[config.mk]
export PLATFORM = sky130hd
export DESIGN_NAME = eeprom_i2c_master
export DESIGN_NICKNAME = d
export VERILOG_FILES = /design/src/rtl/eei2c_pkg.sv /design/src/rtl/eei2c_qtick.sv /design/src/rtl/eei2c_busdrv.sv /design/src/rtl/eei2c_seq.sv /design/src/rtl/eeprom_i2c_master.sv
export SDC_FILE = /design/constraint.sdc
export NUM_CORES = 1
export LEC_CHECK = 0
export ABC_AREA = 0
export BUFFER_PORTS_ARGS = -buffer_cell sky130_fd_sc_hd__buf_2
export CORE_MARGIN = 4
export CORE_UTILIZATION = 50
export DETAILED_ROUTE_END_ITERATION = 12
export GPL_ROUTABILITY_DRIVEN = 1
export PLACE_DENSITY_LB_ADDON = 0.1
export RECOVER_POWER = 100
export SYNTH_ARGS = -nofsm -noshare
export SYNTH_HDL_FRONTEND = slang
export SYNTH_SLANG_ARGS = --single-unit
[constraint.sdc]
create_clock -name clk -period 4.49 [get_ports clk]
set_clock_uncertainty 0.15 [all_clocks]
set_input_delay 0.449 -clock clk [delete_from_list [all_inputs] [get_ports clk]]
set_output_delay 0.449 -clock clk [all_outputs]
set_load 0.005 [all_outputs]
[src/rtl/eei2c_pkg.sv]
package eei2c_pkg;

    typedef enum logic [3:0] {
        ST_IDLE,
        ST_START,
        ST_DEVW,
        ST_AHI,
        ST_ALO,
        ST_WDAT,
        ST_RSTART,
        ST_DEVR,
        ST_RDAT,
        ST_STOP
    } seq_st_e;

    typedef enum logic [1:0] {
        SYM_IDLE,
        SYM_START,
        SYM_STOP,
        SYM_BIT
    } sym_e;

endpackage

[src/rtl/eei2c_qtick.sv]
module eei2c_qtick #(
    parameter int QTR_DIV = 4
) (
    input  logic clk,
    input  logic rst_n,
    input  logic en,
    output logic tick
);
    localparam int CW = (QTR_DIV > 2) ? $clog2(QTR_DIV) : 1;
    localparam logic [CW-1:0] LAST = CW'(QTR_DIV - 1);

    logic [CW-1:0] cnt_d, cnt_q;

    always_comb begin
        cnt_d = cnt_q;
        if (!en || cnt_q == LAST) cnt_d = '0;
        else                      cnt_d = cnt_q + 1'b1;
    end

    assign tick = en && (cnt_q == LAST);

    always_ff @(posedge clk or negedge rst_n) begin
        if (!rst_n) cnt_q <= '0;
        else        cnt_q <= cnt_d;
    end
endmodule

[src/rtl/eei2c_busdrv.sv]
module eei2c_busdrv
    import eei2c_pkg::*;
(
    input  logic       clk,
    input  logic       rst_n,
    input  sym_e       sym,
    input  logic [1:0] qph,
    input  logic       pull,
    output logic       scl_oe,
    output logic       sda_oe
);
    typedef struct packed {
        logic scl;
        logic sda;
    } drv_t;

    drv_t d, q;

    always_comb begin
        d.scl = (sym != SYM_IDLE) && !qph[1];
        d.sda = q.sda;
        if (sym == SYM_IDLE) begin
            d.sda = 1'b0;
        end else if (qph != 2'd0) begin
            case (sym)
                SYM_START: d.sda = (qph == 2'd3);
                SYM_STOP:  d.sda = (qph != 2'd3);
                default:   d.sda = pull;
            endcase
        end
    end

    always_ff @(posedge clk or negedge rst_n) begin
        if (!rst_n) q <= '0;
        else        q <= d;
    end

    assign scl_oe = q.scl;
    assign sda_oe = q.sda;
endmodule

[src/rtl/eei2c_seq.sv]
module eei2c_seq
    import eei2c_pkg::*;
#(
    parameter int LEN_W  = 6,
    parameter int MAX_RD = 32
) (
    input  logic             clk,
    input  logic             rst_n,
    input  logic             tick,
    input  logic             cmd_valid,
    input  logic             cmd_read,
    input  logic [6:0]       cmd_dev,
    input  logic             cmd_addr_two,
    input  logic [15:0]      cmd_addr,
    input  logic [LEN_W-1:0] cmd_len,
    input  logic [7:0]       wr_data,
    input  logic             sda_i,
    output logic             busy,
    output logic             nack_err,
    output logic [7:0]       rd_data,
    output logic             rd_valid,
    output logic             wr_req,
    output sym_e             sym,
    output logic [1:0]       qph,
    output logic             pull
);
    localparam logic [LEN_W-1:0] ONE   = LEN_W'(1);
    localparam logic [LEN_W-1:0] RDCAP = LEN_W'(MAX_RD);

    typedef struct packed {
        seq_st_e          st;
        logic [1:0]       qph;
        logic [3:0]       bitn;
        logic [7:0]       sh;
        logic             smp;
        logic [LEN_W-1:0] rem;
        logic             rd;
        logic [6:0]       dev;
        logic             two;
        logic [15:0]      addr;
        logic             err;
        logic             rdv;
        logic [7:0]       rdd;
        logic             wrq;
    } seq_reg_t;

    seq_reg_t d, q;
    logic [LEN_W-1:0] eff_len;

    always_comb begin
        eff_len = (cmd_len == '0) ? ONE : cmd_len;
        if (cmd_read && eff_len > RDCAP) eff_len = RDCAP;
    end

    always_comb begin
        d     = q;
        d.rdv = 1'b0;
        d.wrq = 1'b0;
        if (q.wrq) d.sh = wr_data;
        if (q.st == ST_IDLE) begin
            if (cmd_valid) begin
                d.st   = ST_START;
                d.qph  = 2'd0;
                d.rd   = cmd_read;
                d.dev  = cmd_dev;
                d.two  = cmd_addr_two;
                d.addr = cmd_addr;
                d.rem  = eff_len;
                d.err  = 1'b0;
            end
        end else if (tick) begin
            d.qph = q.qph + 2'd1;
            if (q.qph == 2'd2) d.smp = sda_i;
            if (q.qph == 2'd3) begin
                case (q.st)
                    ST_START: begin
                        d.st = ST_DEVW; d.sh = {q.dev, 1'b0}; d.bitn = 4'd0;
                    end
                    ST_RSTART: begin
                        d.st = ST_DEVR; d.sh = {q.dev, 1'b1}; d.bitn = 4'd0;
                    end
                    ST_STOP: d.st = ST_IDLE;
                    default: begin
                        if (q.bitn != 4'd8) begin
                            d.bitn = q.bitn + 4'd1;
                            d.sh   = {q.sh[6:0], q.smp};
                            if (q.st == ST_RDAT && q.bitn == 4'd7) begin
                                d.rdv = 1'b1;
                                d.rdd = {q.sh[6:0], q.smp};
                            end
                        end else begin
                            d.bitn = 4'd0;
                            if (q.st != ST_RDAT && q.smp) begin
                                d.err = 1'b1;
                                d.st  = ST_STOP;
                            end else begin
                                case (q.st)
                                    ST_DEVW: begin
                                        d.st = q.two ? ST_AHI : ST_ALO;
                                        d.sh = q.two ? q.addr[15:8] : q.addr[7:0];
                                    end
                                    ST_AHI: begin
                                        d.st = ST_ALO; d.sh = q.addr[7:0];
                                    end
                                    ST_ALO: begin
                                        d.st  = q.rd ? ST_RSTART : ST_WDAT;
                                        d.wrq = !q.rd;
                                    end
                                    ST_WDAT: begin
                                        if (q.rem > ONE) begin
                                            d.rem = q.rem - ONE; d.wrq = 1'b1;
                                        end else d.st = ST_STOP;
                                    end
                                    ST_DEVR: d.st = ST_RDAT;
                                    ST_RDAT: begin
                                        if (q.rem > ONE) d.rem = q.rem - ONE;
                                        else             d.st  = ST_STOP;
                                    end
                                    default: d.st = ST_STOP;
                                endcase
                            end
                        end
                    end
                endcase
            end
        end
    end

    always_comb begin
        case (q.st)
            ST_IDLE:             sym = SYM_IDLE;
            ST_START, ST_RSTART: sym = SYM_START;
            ST_STOP:             sym = SYM_STOP;
            default:             sym = SYM_BIT;
        endcase
        if (q.st == ST_RDAT) pull = (q.bitn == 4'd8) && (q.rem > ONE);
        else                 pull = (q.bitn != 4'd8) && !q.sh[7];
    end

    always_ff @(posedge clk or negedge rst_n) begin
        if (!rst_n) q <= '0;
        else        q <= d;
    end

    assign busy     = (q.st != ST_IDLE);
    assign nack_err = q.err;
    assign rd_data  = q.rdd;
    assign rd_valid = q.rdv;
    assign wr_req   = q.wrq;
    assign qph      = q.qph;
endmodule

[src/rtl/eeprom_i2c_master.sv]
module eeprom_i2c_master
    import eei2c_pkg::*;
#(
    parameter int QTR_DIV = 4,
    parameter int LEN_W   = 6,
    parameter int MAX_RD  = 32
) (
    input  logic             clk,
    input  logic             rst_n,
    input  logic             cmd_valid,
    input  logic             cmd_read,
    input  logic [6:0]       cmd_dev,
    input  logic             cmd_addr_two,
    input  logic [15:0]      cmd_addr,
    input  logic [LEN_W-1:0] cmd_len,
    input  logic [7:0]       wr_data,
    output logic             wr_req,
    output logic [7:0]       rd_data,
    output logic             rd_valid,
    output logic             busy,
    output logic             nack_err,
    output logic             scl_oe,
    output logic             sda_oe,
    input  logic             sda_i
);
    logic       tick;
    sym_e       sym;
    logic [1:0] qph;
    logic       pull;

    eei2c_qtick #(.QTR_DIV(QTR_DIV)) u_tick (
        .clk(clk), .rst_n(rst_n), .en(busy), .tick(tick)
    );

    eei2c_seq #(.LEN_W(LEN_W), .MAX_RD(MAX_RD)) u_seq (
        .clk(clk), .rst_n(rst_n), .tick(tick),
        .cmd_valid(cmd_valid), .cmd_read(cmd_read), .cmd_dev(cmd_dev),
        .cmd_addr_two(cmd_addr_two), .cmd_addr(cmd_addr), .cmd_len(cmd_len),
        .wr_data(wr_data), .sda_i(sda_i),
        .busy(busy), .nack_err(nack_err), .rd_data(rd_data),
        .rd_valid(rd_valid), .wr_req(wr_req),
        .sym(sym), .qph(qph), .pull(pull)
    );

    eei2c_busdrv u_drv (
        .clk(clk), .rst_n(rst_n), .sym(sym), .qph(qph), .pull(pull),
        .scl_oe(scl_oe), .sda_oe(sda_oe)
    );
endmodule

# After elaboration in Yosys (flattened, before gate mapping)
# Cells that the tools add are included.
[totals]
reg_bits = 65
inputBits = 43
[op_classes]
n_addsub = 4
order_cmp = 2
eq_ne = 25
mux = 49
n_bitwise = 3
n_reduce_logical = 35
[ops]
columns = ["operator", "count"]
rows = [
  ["2-to-1 mux 6 bit", 11],
  ["case mux 12 bit (3 select lines)", 1],
  ["2-to-1 mux 11 bit", 3],
  ["2-to-1 mux 32 bit", 1],
  ["2-to-1 mux 9 bit", 3],
  ["2-to-1 mux 25 bit", 1],
  ["2-to-1 mux 12 bit", 2],
  ["2-to-1 mux 8 bit", 3],
  ["== test 4 x 3 -> 1 bit, second input constant", 5],
  ["case mux 4 bit (5 select lines)", 1],
  ["2-to-1 mux 4 bit", 4],
  ["case mux 8 bit (2 select lines)", 1],
  ["nonzero test 2 bit", 8],
  ["== test 4 bit, second input constant", 3],
  ["case mux 4 bit (3 select lines)", 1],
  ["AND reduction 6 bit", 2],
  ["2-to-1 mux 1 bit", 10],
  ["2-to-1 mux 10 bit", 1],
  ["== test 2 bit, second input constant", 4],
  ["== test 4 x 2 -> 1 bit, second input constant", 2],
  ["inequality test 4 bit, second input constant", 2],
  ["AND reduction 8 bit", 1],
  ["logical AND 1 bit", 7],
  ["inequality test 7 x 5 -> 1 bit, second input constant", 1],
  ["other kinds (27)", 40],
]

# Depth between registers and ports, before layout
[logic_depth]
ltp_word = 9
ltp_mapped = 10
mapped_depth_nobuf = 8

# By module
# Synthesis repeated with hierarchy kept, for this count alone.
[unflattened]
cells_unflattened = 341
area_unflattened_um2 = 3661.0
[modules_own_cells]
columns = ["mod", "instances", "cells_per_inst", "area_per_inst_um2", "seq_area_each_um2"]
rows = [
  ["eei2c_seq", 1, 320, 3427.0, 1526.5],
  ["eei2c_busdrv", 1, 15, 142.6, 50.0],
  ["eei2c_qtick", 1, 6, 91.3, 50.0],
]

# Worst setup path after synthesis
# OpenSTA, ideal clock, no wires.
[synth_timing]
path_kind = "reg-to-reg"
start = "register u_seq.q[58] (netlist name)"
end = "register u_drv.q, in the netlist u_drv.sda_oe"
setup_ps = 120
t_arrival_ps = 2131
t_required_ps = 4220
setup_slack_ps = 2089
stages_incl_launch_ff = 10
path_buffers = 2
path_cell_list = "dfrtp_1 -> buf_6 -> or3b_4 -> and2_4 -> clkbuf_1 -> a21oi_1 -> ha_1 -> a311oi_1 -> a211o_1 -> a21oi_1"
[synth_via]
elab_chain_len = 7
word_cells_on_any_way = 15
[synth_rtl]
columns = ["item", "line", "text"]
rows = [
  ["from (decl)", "eei2c_seq.sv:47", "seq_reg_t d, q;"],
  ["from (signal assigned)", "eei2c_seq.sv:141", "if (!rst_n) q <= '0;"],
  ["from (signal assigned)", "eei2c_seq.sv:142", "else q <= d;"],
  ["== test 4 x 1 -> 1 bit or == test 4 x 3 -> 1 bit (tied branches)", "eei2c_seq.sv:130", "case (q.st)"],
  ["OR reduction 2 bit", "eei2c_seq.sv:130", ""],
  ["case mux 2 bit (3 select lines)", "eei2c_seq.sv:130", ""],
  ["== test 2 bit or == test 2 x 1 -> 1 bit (tied branches)", "eei2c_busdrv.sv:25", "case (sym)"],
  ["case mux 1 bit (2 select lines)", "eei2c_busdrv.sv:25", ""],
  ["2-to-1 mux 1 bit", "eei2c_busdrv.sv:24", "end else if (qph != 2'd0) begin"],
  ["2-to-1 mux 1 bit", "eei2c_busdrv.sv:22", "if (sym == SYM_IDLE) begin"],
  ["to (signal assigned)", "eei2c_busdrv.sv:34", "if (!rst_n) q <= '0;"],
  ["to (signal assigned)", "eei2c_busdrv.sv:35", "else q <= d;"],
  ["to (decl)", "eei2c_busdrv.sv:17", "drv_t d, q;"],
]
# Several ways; a longest one is shown, not always the timed one. The select of a mux whose other input is x is not followed.
# A chain may end at the register's enable or synchronous reset.

# Worst setup path in the final report
[layout_timing]
start = "register u_seq.q[57] (netlist name)"
end = "register u_seq.q[40] (netlist name)"
[layout_via]
elab_chain_len = 4
word_cells_on_any_way = 22
[layout_rtl]
columns = ["item", "line", "text"]
rows = [
  ["== test 4 x 1 -> 1 bit, or another cell as far along", "eei2c_seq.sv:75", "case (q.st)"],
  ["OR reduction 3 bit (no line), or another cell as far along", "-", ""],
  ["inequality test 2 x 1 -> 1 bit (no line) or nonzero test 2 bit (tied branches)", "-", ""],
  ["AND reduction 8 bit (no line)", "-", ""],
]
# Several ways; a longest one is shown, not always the timed one.

==> results.txt <==
Switch share: 0.227
FF-to-FF path depth: 6
Clk buf depth: 2
Hold depth: 3
Status: complete, but fails checks
CTS sink cnt: 65
Post-route minimum period: 3.48 ns
Clk pwr share: 0.442
Worst relative slew slack: -0.255
RSZ-0062 raised after global routing: false
Min-Delay Endpoint: u_seq.q[15]$_DFFE_PN0P_
Crit share post-route: 0.774
IO buf count: 56
Die X: 94.5 µm
Drt wl/cell: 16.1 µm
Kind of critical path: reg2reg
CTS resizes: 0
Vias in the first global route: 3088
YS warnings: 0
Worst setup margin: 1.01 ns
Final hold violations: 0
Leakage: 1.95 nW
Slowest stage delay, CP: 0.68 ns
Row Count: 31
Share of post-route cells with drive strength above 1: 0.186
Worst EP required: 4.58 ns
Fill count: 684
Syn Inst Count: 426
CP arrival: 3.56 ns
Syn_nets: 480
Syn Area/Cell: 8.79 µm²
Placeable Area: 7250 µm²
Post-synthesis sequential area ratio: 0.434
Initial antenna violation count: 0
Yosys reg bits: 65
DP Wirelength: 6.56 mm
Initial Util: 0.516
Vias per inst: 5.63
CTS tree: built
FF+latch area: 1630 µm²
Maximum vdd drop: 0.000226 V
Fin. max-slew vios: 68
Final setup viols: 0
Max-cap violations: 2
Final WL: 9.19 mm
Die span in y: 94.5 µm
Largest net degree at the start of global routing: 36
Global-route wire length before repair: 15.4 mm
Antenna cell count: 0
Hold Buf Count CTS: 0
Synth top area share: 0.434
Footprint of the multi-input gates: 1900 µm²
Most common cell in the synthesized netlist: nand2_1
Hold_sp: cmd_addr[4]
Top cells by area, synth: dfrtp_1, nand2_1, mux2_2
Top-Level Pins: 57
DR iter-0 viols: 181
EDFF count, synth: 0
Sequential fraction of design power: 0.523
Gr usage total: 0.221
Comb power frac: 0.034
Synth Cell Area: 3740 µm²
# nets final: 522
Area growth, synth to finish: 11.9%
DRT Pass-1 Iters: 5
Post-synth top cells: nand2_1, dfrtp_1, nor2_1, a21oi_1, o21ai_0
R2R Path End: u_seq.q[40]$_DFFE_PN0P_
Startpoint Class: flop
Fmax: 288 MHz
Internal power: 0.000871 W
Crit path cell chain: nor4_4 -> and2_0 -> clkbuf_1 -> nor2_1 -> o41a_1 -> a21o_1
# H-tree levels: 3
Asr flop ratio synth: 1.00
Total number of vias: 3214
Prevailing post-synth register cell: dfrtp_1
Switch Pwr: 0.000256 W
Die area: 8940 µm²
Clock transition at the registers of the reported paths: 0.07 ns
GRT overflow: 0
Num CTS Buffers: 9
Cell at the root of the clock tree: clkbuf_8
Final Power: 0.00113 W
Setup TNS: 0 ns
Final std cells w/o fill: 571
Worst reg-to-reg setup slack: 1.01 ns
Routability cong.: 0.875
Post-synth top area cell: dfrtp_1
Critical path fanouts, max: 22
Critical Path Sink Type: flop
Post-route DRC: 0
Total placed cells including tap cells: 556
Pwr dens: 269 nW/µm²
Crit-path slowest cell: and2_0
Failing checks: max-capacitance violations, max-slew violations
Cell variety after synth: 61
Min-delay worst type: in2reg
Setup bufs post-CTS: 0
Reg-to-Reg Start: u_seq.q[57]$_DFFE_PN0P_
Setup Slack @ Placement: 1.47 ns
Routed Antenna Nets: 0
Slew @ Worst Pin: 1.88 ns
Clock latency at the later pin of the worst-skew pair: 0.35 ns
[worst max-delay path by stage]
| stage | from | to | cells past startpoint |
|---|---|---|---|
| floorplan | u_seq.q[58]$_DFFE_PN0P_ | u_drv.sda_oe$_DFFE_PN0P_ | 9 |
| global placement | u_seq.q[57]$_DFFE_PN0P_ | u_seq.q[36]$_DFFE_PN0P_ | 4 |
| detailed placement | u_seq.q[57]$_DFFE_PN0P_ | u_seq.q[36]$_DFFE_PN0P_ | 4 |
| CTS | u_seq.q[57]$_DFFE_PN0P_ | u_seq.q[36]$_DFFE_PN0P_ | 4 |
| global route | rst_n | u_seq.wr_req$_DFF_PN0_ | 2 |
| finish | u_seq.q[57]$_DFFE_PN0P_ | u_seq.q[40]$_DFFE_PN0P_ | 6 |
[power groups by stage]
stage                     Sequential, W  Combinational [W]  Clock (W)
after floorplan                0.000599         0.00000827          0
after CTS                      0.000590          0.0000404   0.000513
after detailed placement       0.000601          0.0000403          0
final                          0.000590          0.0000389   0.000499
after global placement         0.000601          0.0000401          0
after global routing           0.000590          0.0000449   0.000532
[layer usage]
metal  vias to the layer above  share of wire  GRT usage
met2                       104           0.44      0.329
met5                         -              0          0
met4                         0          0.019     0.0913
met3                        16          0.054     0.0311
met1                      1519           0.48      0.321
li1                       1575              -          -
[logic make-up after synthesis]
group | share of synthesized area
AO/OA/AOI/OAI | 0.170
adder cells (fa/ha/maj) | 0.0368
flip-flops | 0.434
buffers and inverters | 0.0535
XOR/XNOR | 0.00234
multiplexers | 0.0622
AND/OR/NAND/NOR | 0.240
[state kept, by name (all words and copies together) (netlist names)]
| signal | flops |
|---|---|
| u_seq.nack_err | 1 |
| u_seq.wr_req | 1 |
| u_seq.rd_data | 8 |
| u_seq.qph | 2 |
| u_seq.rd_valid | 1 |
| u_seq.q | 48 |
| u_tick.cnt_q | 2 |
| u_drv.scl_oe | 1 |
| u_drv.sda_oe | 1 |
[cell type report]
cell class,instances,area share
clock inverters,5,0.0134
well taps,99,0.0296
multi-input cells,319,0.453
repair buffers,60,0.0708
flip-flops and latches,65,0.388
inverters,13,0.0117
clock buffers,10,0.0329
[critical path, delay by kind of cell, from the launching register on]
family                 cells  cell delay [ns]
and+or+nand+nor            3             1.46
DFF                        1             0.62
buffers and inverters      1             0.56
AOI/OAI and AO/OA          2             0.58
[per-stage QoR]
stage	hold WS (ns)	area [µm²]	util
floorplan	0.00341	3740	-
global placement	0.291	4030	0.555
detailed placement	0.285	4030	0.555
CTS	0.00877	4220	0.582
global route	0.137	4190	0.577
finish	0.137	4190	0.577
[cell usage in the layout (no fill, tap or decap), drive strengths merged, types with 2 or more instances in the layout]
cell,netlist,final
and2,5,5
a21o,5,5
o41a,4,4
nand3,21,21
clkinv,0,3
o211ai,2,2
o2bb2ai,2,2
mux2,15,15
a211oi,2,2
nor3,8,8
o41ai,2,2
o221ai,3,3
o21ai,22,22
or3b,2,2
nand2,95,95
a22oi,2,2
nand3b,4,4
a22o,2,2
nand2b,3,3
a31oi,2,2
clkbuf,14,17
a221oi,6,6
a21oi,30,30
nor4b,2,2
buf,15,53
ha,11,11
dfrtp,65,65
nor2,35,35
mux2i,6,6
inv,13,13
or4b,2,2
nor2b,3,3
o21bai,3,3
a211o,2,2
No activity file was read; power rests on OpenSTA's default activity.
